$ cat src/rtl/pwm_sync_pkg.sv
package pwm_sync_pkg;
  localparam int ADDR_W = 5;

  localparam logic [ADDR_W-1:0] A_CTRL     = 5'd0;
  localparam logic [ADDR_W-1:0] A_PSC      = 5'd1;
  localparam logic [ADDR_W-1:0] A_PER      = 5'd2;
  localparam logic [ADDR_W-1:0] A_SYNC     = 5'd3;
  localparam logic [ADDR_W-1:0] A_CAPF     = 5'd4;
  localparam int                A_CMP_BASE = 8;
  localparam int                A_CAP_BASE = 16;

  typedef struct packed {
    logic slave;
    logic xfer;
    logic run;
  } ctrl_t;
endpackage

$ cat src/rtl/pwm_regs.sv
module pwm_regs
  import pwm_sync_pkg::*;
#(
  parameter int NUM_CH  = 4,
  parameter int NUM_CAP = 2,
  parameter int W       = 16
) (
  input  logic                          clk_i,
  input  logic                          rst_ni,
  input  logic                          wr_en_i,
  input  logic [ADDR_W-1:0]             wr_addr_i,
  input  logic [W-1:0]                  wr_data_i,
  input  logic [ADDR_W-1:0]             rd_addr_i,
  output logic [W-1:0]                  rd_data_o,
  input  logic                          wrap_i,
  input  logic                          trans_en_i,
  output logic                          trans_en_o,
  input  logic [NUM_CAP-1:0][W-1:0]     cap_val_i,
  input  logic [NUM_CAP-1:0]            cap_flag_i,
  output logic [NUM_CAP-1:0]            cap_clr_o,
  output ctrl_t                         ctrl_o,
  output logic [W-1:0]                  psc_a_o,
  output logic [W-1:0]                  per_a_o,
  output logic [W-1:0]                  sync_a_o,
  output logic [NUM_CH-1:0][W-1:0]      rise_a_o,
  output logic [NUM_CH-1:0][W-1:0]      fall_a_o
);
  ctrl_t                     ctrl_q;
  logic [W-1:0]              psc_s, per_s, sync_s;
  logic [NUM_CH-1:0][W-1:0]  rise_s, fall_s;
  logic                      xfer_ok, copy;

  assign xfer_ok    = ctrl_q.xfer & trans_en_i;
  assign trans_en_o = xfer_ok;
  // idle timer tracks shadow; running timer loads only at a permitted wrap
  assign copy       = ~ctrl_q.run | (wrap_i & xfer_ok);

  always_ff @(posedge clk_i or negedge rst_ni) begin
    if (!rst_ni) begin
      ctrl_q   <= '0;
      psc_s    <= '0;
      per_s    <= '1;
      sync_s   <= '0;
      rise_s   <= '0;
      fall_s   <= '0;
      psc_a_o  <= '0;
      per_a_o  <= '1;
      sync_a_o <= '0;
      rise_a_o <= '0;
      fall_a_o <= '0;
    end else begin
      if (wr_en_i) begin
        case (wr_addr_i)
          A_CTRL:  ctrl_q <= ctrl_t'(wr_data_i[2:0]);
          A_PSC:   psc_s  <= wr_data_i;
          A_PER:   per_s  <= wr_data_i;
          A_SYNC:  sync_s <= wr_data_i;
          default: ;
        endcase
        for (int c = 0; c < NUM_CH; c++) begin
          if (wr_addr_i == ADDR_W'(A_CMP_BASE + 2*c))     rise_s[c] <= wr_data_i;
          if (wr_addr_i == ADDR_W'(A_CMP_BASE + 2*c + 1)) fall_s[c] <= wr_data_i;
        end
      end
      if (copy) begin
        psc_a_o  <= psc_s;
        per_a_o  <= per_s;
        sync_a_o <= sync_s;
        rise_a_o <= rise_s;
        fall_a_o <= fall_s;
      end
    end
  end

  assign ctrl_o    = ctrl_q;
  assign cap_clr_o = (wr_en_i && wr_addr_i == A_CAPF) ? wr_data_i[NUM_CAP-1:0] : '0;

  always_comb begin
    rd_data_o = '0;
    case (rd_addr_i)
      A_CTRL:  rd_data_o = W'(ctrl_q);
      A_PSC:   rd_data_o = psc_s;
      A_PER:   rd_data_o = per_s;
      A_SYNC:  rd_data_o = sync_s;
      A_CAPF:  rd_data_o = W'(cap_flag_i);
      default: ;
    endcase
    for (int c = 0; c < NUM_CH; c++) begin
      if (rd_addr_i == ADDR_W'(A_CMP_BASE + 2*c))     rd_data_o = rise_s[c];
      if (rd_addr_i == ADDR_W'(A_CMP_BASE + 2*c + 1)) rd_data_o = fall_s[c];
    end
    for (int k = 0; k < NUM_CAP; k++) begin
      if (rd_addr_i == ADDR_W'(A_CAP_BASE + k)) rd_data_o = cap_val_i[k];
    end
  end
endmodule

$ cat src/rtl/pwm_count.sv
module pwm_count #(
  parameter int W = 16
) (
  input  logic         clk_i,
  input  logic         rst_ni,
  input  logic         run_i,
  input  logic         restart_i,
  input  logic [W-1:0] psc_lim_i,
  input  logic [W-1:0] per_lim_i,
  input  logic [W-1:0] sync_dly_i,
  output logic [W-1:0] cnt_o,
  output logic         wrap_o,
  output logic         sync_o
);
  logic [W-1:0] psc_q, cnt_q, cnt_nxt;
  logic         tick, at_top;

  assign tick    = run_i & (psc_q >= psc_lim_i);
  assign at_top  = cnt_q >= per_lim_i;
  assign cnt_nxt = at_top ? '0 : cnt_q + 1'b1;
  assign wrap_o  = tick & at_top & ~restart_i;

  always_ff @(posedge clk_i or negedge rst_ni) begin
    if (!rst_ni) begin
      psc_q  <= '0;
      cnt_q  <= '0;
      sync_o <= 1'b0;
    end else if (restart_i) begin
      psc_q  <= '0;
      cnt_q  <= '0;
      sync_o <= 1'b0;
    end else if (tick) begin
      psc_q  <= '0;
      cnt_q  <= cnt_nxt;
      sync_o <= (cnt_nxt == sync_dly_i);
    end else begin
      if (run_i) psc_q <= psc_q + 1'b1;
      sync_o <= 1'b0;
    end
  end

  assign cnt_o = cnt_q;
endmodule

$ cat src/rtl/pwm_chan.sv
module pwm_chan #(
  parameter int W = 16
) (
  input  logic         clk_i,
  input  logic         rst_ni,
  input  logic [W-1:0] cnt_i,
  input  logic [W-1:0] rise_i,
  input  logic [W-1:0] fall_i,
  input  logic         trap_i,
  output logic         pwm_o
);
  logic out_q;

  // fall wins over rise, so equal values give a flat low output
  always_ff @(posedge clk_i or negedge rst_ni) begin
    if (!rst_ni)                out_q <= 1'b0;
    else if (trap_i)            out_q <= 1'b0;
    else if (cnt_i == fall_i)   out_q <= 1'b0;
    else if (cnt_i == rise_i)   out_q <= 1'b1;
  end

  assign pwm_o = out_q & ~trap_i;
endmodule

$ cat src/rtl/pwm_cap.sv
module pwm_cap #(
  parameter int W = 16
) (
  input  logic         clk_i,
  input  logic         rst_ni,
  input  logic         cap_i,
  input  logic [W-1:0] cnt_i,
  input  logic         clr_i,
  output logic [W-1:0] val_o,
  output logic         flag_o
);
  logic prev_q, evt;

  assign evt = cap_i & ~prev_q;

  always_ff @(posedge clk_i or negedge rst_ni) begin
    if (!rst_ni) begin
      prev_q <= 1'b0;
      val_o  <= '0;
      flag_o <= 1'b0;
    end else begin
      prev_q <= cap_i;
      if (evt) val_o <= cnt_i;
      if (evt)        flag_o <= 1'b1;
      else if (clr_i) flag_o <= 1'b0;
    end
  end
endmodule

$ cat src/rtl/pwm_sync_timer.sv
module pwm_sync_timer
  import pwm_sync_pkg::*;
#(
  parameter int NUM_CH  = 4,
  parameter int NUM_CAP = 2,
  parameter int CNT_W   = 16
) (
  input  logic               clk_i,
  input  logic               rst_ni,
  input  logic               wr_en_i,
  input  logic [ADDR_W-1:0]  wr_addr_i,
  input  logic [CNT_W-1:0]   wr_data_i,
  input  logic [ADDR_W-1:0]  rd_addr_i,
  output logic [CNT_W-1:0]   rd_data_o,
  input  logic [NUM_CAP-1:0] cap_i,
  input  logic               trap_i,
  input  logic               sync_i,
  output logic               sync_o,
  input  logic               trans_en_i,
  output logic               trans_en_o,
  output logic [CNT_W-1:0]   cnt_o,
  output logic [NUM_CH-1:0]  pwm_o
);
  ctrl_t                            ctrl;
  logic [CNT_W-1:0]                 psc_a, per_a, sync_a;
  logic [NUM_CH-1:0][CNT_W-1:0]     rise_a, fall_a;
  logic [NUM_CAP-1:0][CNT_W-1:0]    cap_val;
  logic [NUM_CAP-1:0]               cap_flag, cap_clr;
  logic                             wrap, restart;

  assign restart = sync_i & ctrl.slave;

  pwm_regs #(.NUM_CH(NUM_CH), .NUM_CAP(NUM_CAP), .W(CNT_W)) i_regs (
    .clk_i, .rst_ni, .wr_en_i, .wr_addr_i, .wr_data_i, .rd_addr_i, .rd_data_o,
    .wrap_i(wrap), .trans_en_i, .trans_en_o,
    .cap_val_i(cap_val), .cap_flag_i(cap_flag), .cap_clr_o(cap_clr),
    .ctrl_o(ctrl), .psc_a_o(psc_a), .per_a_o(per_a), .sync_a_o(sync_a),
    .rise_a_o(rise_a), .fall_a_o(fall_a)
  );

  pwm_count #(.W(CNT_W)) i_count (
    .clk_i, .rst_ni, .run_i(ctrl.run), .restart_i(restart),
    .psc_lim_i(psc_a), .per_lim_i(per_a), .sync_dly_i(sync_a),
    .cnt_o, .wrap_o(wrap), .sync_o
  );

  for (genvar c = 0; c < NUM_CH; c++) begin : g_ch
    pwm_chan #(.W(CNT_W)) i_chan (
      .clk_i, .rst_ni, .cnt_i(cnt_o), .rise_i(rise_a[c]), .fall_i(fall_a[c]),
      .trap_i, .pwm_o(pwm_o[c])
    );
  end

  for (genvar k = 0; k < NUM_CAP; k++) begin : g_cap
    pwm_cap #(.W(CNT_W)) i_cap (
      .clk_i, .rst_ni, .cap_i(cap_i[k]), .cnt_i(cnt_o), .clr_i(cap_clr[k]),
      .val_o(cap_val[k]), .flag_o(cap_flag[k])
    );
  end
endmodule

$ cat config.mk
export PLATFORM = sky130hd
export DESIGN_NAME = pwm_sync_timer
export DESIGN_NICKNAME = d
export VERILOG_FILES = /design/src/rtl/pwm_sync_pkg.sv /design/src/rtl/pwm_regs.sv /design/src/rtl/pwm_count.sv /design/src/rtl/pwm_chan.sv /design/src/rtl/pwm_cap.sv /design/src/rtl/pwm_sync_timer.sv
export SDC_FILE = /design/constraint.sdc
export NUM_CORES = 1
export LEC_CHECK = 0
export BUFFER_PORTS_ARGS = -buffer_cell sky130_fd_sc_hd__buf_2
export CAP_MARGIN = 20
export CORE_MARGIN = 2
export CORE_UTILIZATION = 39
export DETAILED_ROUTE_END_ITERATION = 10
export PLACE_DENSITY = 0.66
export SYNTH_ARGS = -nofsm -noshare
export SYNTH_HDL_FRONTEND = slang
export SYNTH_SLANG_ARGS = --single-unit
export TNS_END_PERCENT = 50
$ cat constraint.sdc
create_clock -name clk_i -period 3.25 [get_ports clk_i]
set_clock_uncertainty 0.15 [all_clocks]
set_input_delay 0.65 -clock clk_i [delete_from_list [all_inputs] [get_ports clk_i]]
set_output_delay 0.65 -clock clk_i [all_outputs]
set_load 0.02 [all_outputs]
==> metrics.log <==
INFO  metric cts.reportedPaths.clkPinSlew = 0.06 ns
INFO  metric dr_total_vias = between 10000 and 15000
INFO  metric overflow = 0
INFO  metric synth-main-ff-cell = dfrtp_1
INFO  metric fp.dieArea = between 50000 and 60000 µm²
INFO  metric grt_util_all_layers = 23.90%
INFO  metric nets = approximately 2000
INFO  metric min_path_type = input pin to flip-flop
INFO  metric layout_common_cells = dfrtp_1 (395), mux2_2 (352), xnor2_1 (140), nand2_1 (116), buf_4 (101)
INFO  metric rsz0062_at_grt = true
INFO  metric nFillCells = 4699
INFO  metric worstSkewPairLatency = between 0.5 and 0.6 ns
INFO  metric synth-edff-count = 0
INFO  metric firstDrtPassIters = 5
INFO  metric antenna_violations_before_repair = 2
INFO  metric synth.lib_cells_used.distinct = 57
INFO  metric power.density = between 600 and 700 nW/µm²
INFO  metric hpwlAfterDp = between 40 and 50 mm
INFO  metric die_boundary_width = 234.4 µm
INFO  metric slew-limit-headroom = between 40% and 50%
INFO  metric fraction_of_layout_cells_with_a_size_suffix_above_1 = between 30% and 40%
INFO  metric detail_route.wl_per_cell = between 20 and 25 µm
INFO  metric synthesis.instances = 1771
INFO  metric row_count = 84
INFO  metric postRouteWirelength = 64.78 mm
INFO  metric timing.final.crit_share = 102.9%
INFO  metric timing.fmax = approximately 300 MHz
INFO  metric initial_utilization = approximately 40%
INFO  metric mostFrequentLayoutCell = dfrtp_1
INFO  metric final_critical_path_setup_slack = -0.09555 ns
INFO  metric cts_inserted_buffers = between 40 and 50
INFO  metric sequential_cell_area = ~11000 µm²
INFO  metric final_wtd_congestion = between 0.9 and 1
INFO  metric vias_per_cell = about 5.7
INFO  metric slew_violations = 0
INFO  metric post-route-drc-count = 0
INFO  metric worst_hold_slack = around 0.037 ns
INFO  metric leakage = roughly 0.011 µW
INFO  metric flow.area_growth_from_synthesis = 19.93%
INFO  metric io_pins = between 70 and 80
INFO  metric placeableCoreArea = around 53000 µm²
INFO  metric grt_start_max_net_pins = 75
INFO  metric crit_path_max_fanout = 7
INFO  metric maxCapViolCount = 0
INFO  metric max_slew.worst_pin.slew = roughly 0.9 ns
INFO  metric multi_input_comb_area = between 9000 and 10000 µm²
INFO  metric grt_pass1_vias = between 10000 and 15000
INFO  metric outcome = complete, but fails checks
INFO  metric clock-sinks = between 400 and 500
INFO  metric crit_type = input pin to primary output
INFO  metric mean_instance_size_in_the_synthesized_netlist = around 12 µm²
INFO  metric timing.final.crit_period = 3.346 ns
INFO  metric synth-seq-area-share = between 50% and 60%
INFO  metric ys_warn_count = 0
INFO  metric synth_fp_nets = around 1800
INFO  metric mapped_cell_area = 20700 µm²
INFO  metric final_core_util = roughly 47%
INFO  metric worstSetupEndpointType = primary output
INFO  metric cts-htree-levels = 2
INFO  metric timing.final.setup_violations = 8
INFO  metric root_buffer = clkbuf_16
INFO  metric final-hold-violation-count = 0
INFO  metric cp-start-kind = input pin
INFO  metric grt_first_pass_wirelength = 97.26 mm
INFO  metric port_buffers = a little over 70
INFO  metric detail_route.iter0.violations = ~1400
INFO  metric clock_path_buffers = 3
INFO  metric violations = negative setup slack
INFO  metric ys_async_sr_fraction = between 90% and 100%
INFO  metric cp_data_required_time = approximately 2.5 ns
INFO  metric final_antenna_net_count = 0
INFO  metric arrival = ~2.6 ns
INFO  metric vdd_drop_max = between 0.0003 and 0.0004 V
INFO  metric r2r.worst_path.cells = 9
INFO  metric floorplan.die.height = approximately 230 µm
INFO  metric synth_seq_cells = between 400 and 500
INFO  metric tritoncts_clock_tree = done
INFO  metric min_delay_path_depth = 1
==> layout make-up <==
cell class                      instances  area share, %
Multi-Input combinational cell       1180          39.29
Inverter                               44         0.6652
Clock buffer                           67          5.563
Tap cell                              688          3.467
Clock inverter                         16         0.6601
Timing Repair Buffer                  199          7.040
Sequential cell                       428          43.30
Antenna cell                            1        0.01008
==> critical path, cell delays in order <==
cell and delay (ns):
buf_6 0.09, buf_6 0.12, or3_4 0.36, nor2_4 0.14
buf_6 0.15, buf_6 0.10, a221o_1 0.18, a221oi_4 0.04
nor3_2 0.23, o21ai_1 0.11, a21oi_2 0.21, buf_6 0.15
==> state kept, by name, summed over array words and instances, names as in the netlist, 16 cells and up <==
name	flops
g_cap.i_cap.val_o	32
i_count.cnt_o	16
i_count.psc_q	16
i_regs.fall_a_o	64
i_regs.fall_s	64
i_regs.per_a_o	16
i_regs.per_s	16
i_regs.psc_a_o	16
i_regs.psc_s	16
i_regs.rise_a_o	64
i_regs.rise_s	64
i_regs.sync_a_o	16
i_regs.sync_s	16
==> cells by family after synthesis <==
| group | count (synthesis) | share of synthesized area, % |
|---|---|---|
| flops | 428 | 51.93 |
| simple gates | 375 | 8.848 |
| mux | 355 | 19.32 |
| compound gates | 252 | 7.670 |
| buf+inv | 164 | 3.288 |
| xor+xnor | 163 | 6.896 |
| fa+ha+maj | 34 | 2.055 |
==> through the flow <==
step	worst slack, ns	cells	power [µW]	instance area [µm²]	setup TNS [ns]
after floorplan	0.03117	1771	10060	20750	0
after global placement	-0.3721	2522	11560	22560	-4.709
after detailed placement	-0.3979	2522	11720	22560	-5.438
after CTS	-0.1117	2612	17170	24510	-1.003
after global routing	-0.1648	2622	17970	24830	-1.292
final	-0.09555	2623	17220	24830	-0.3745
==> per-layer routing <==
layer,GRT usage [%],routed length (µm)
met3,4.244,5115
met2,35.06,27980
met4,6.348,1455
met1,36.21,30230
met5,0,0
==> power breakdown <==
group	switching [µW]	total (µW)	internal, µW
logic	2180	4210	2030
clock network	2200	5380	3180
registers	1040	7630	6590
==> synthesized netlist by cell type (all sizes together), types with 14 or more instances <==
| master | instances | area [µm²] |
|---|---|---|
| inv | 44 | 165.2 |
| a22oi | 14 | 105.1 |
| xnor2 | 140 | 1226 |
| nor2b | 17 | 106.4 |
| nand2 | 119 | 446.7 |
| dfstp | 32 | 840.8 |
| nor2 | 86 | 322.8 |
| clkbuf | 71 | 266.5 |
| nor3 | 25 | 125.1 |
| nand4 | 47 | 309.0 |
| nand3 | 24 | 120.1 |
| a221oi | 16 | 140.1 |
| buf | 49 | 249.0 |
| xor2 | 23 | 201.4 |
| dfrtp | 396 | 9910 |
| a21oi | 79 | 395.4 |
| ha | 34 | 425.4 |
| mux2 | 353 | 3979 |
| o21ai | 73 | 369.1 |
==> repair_timing <==
| item | 4_1_cts | 5_1_grt |
|---|---|---|
| hold buffers | 1 | 0 |
| setup buffers | 4 | 10 |
| endpoints found under the hold margin | 49 | 0 |
| resized for setup | 89 | 53 |
| setup endpoints to repair | 65 | 77 |
| pin swaps | 39 | 19 |
| gates cloned | 2 | 1 |
==> final timing paths <==
kind,from,to,slack (ns)
hold / removal,cap_i[0],g_cap[0].i_cap.prev_q$_DFF_PN0_,0.04
hold reg to reg,g_cap[1].i_cap.val_o[0]$_DFFE_PN0P_,g_cap[1].i_cap.val_o[0]$_DFFE_PN0P_,0.34
setup / recovery,rd_addr_i[4],rd_data_o[10],-0.1
max in group asynchronous,rst_ni,i_regs.per_a_o[6]$_DFFE_PN1P_,1.57
setup reg to reg,i_count.cnt_o[0]$_DFFE_PN0P_,i_count.sync_o$_DFF_PN0_,0.08
min in group asynchronous,rst_ni,i_regs.rise_a_o[2]$_DFFE_PN0P_,0.50
(Power assumes the default switching activity.)
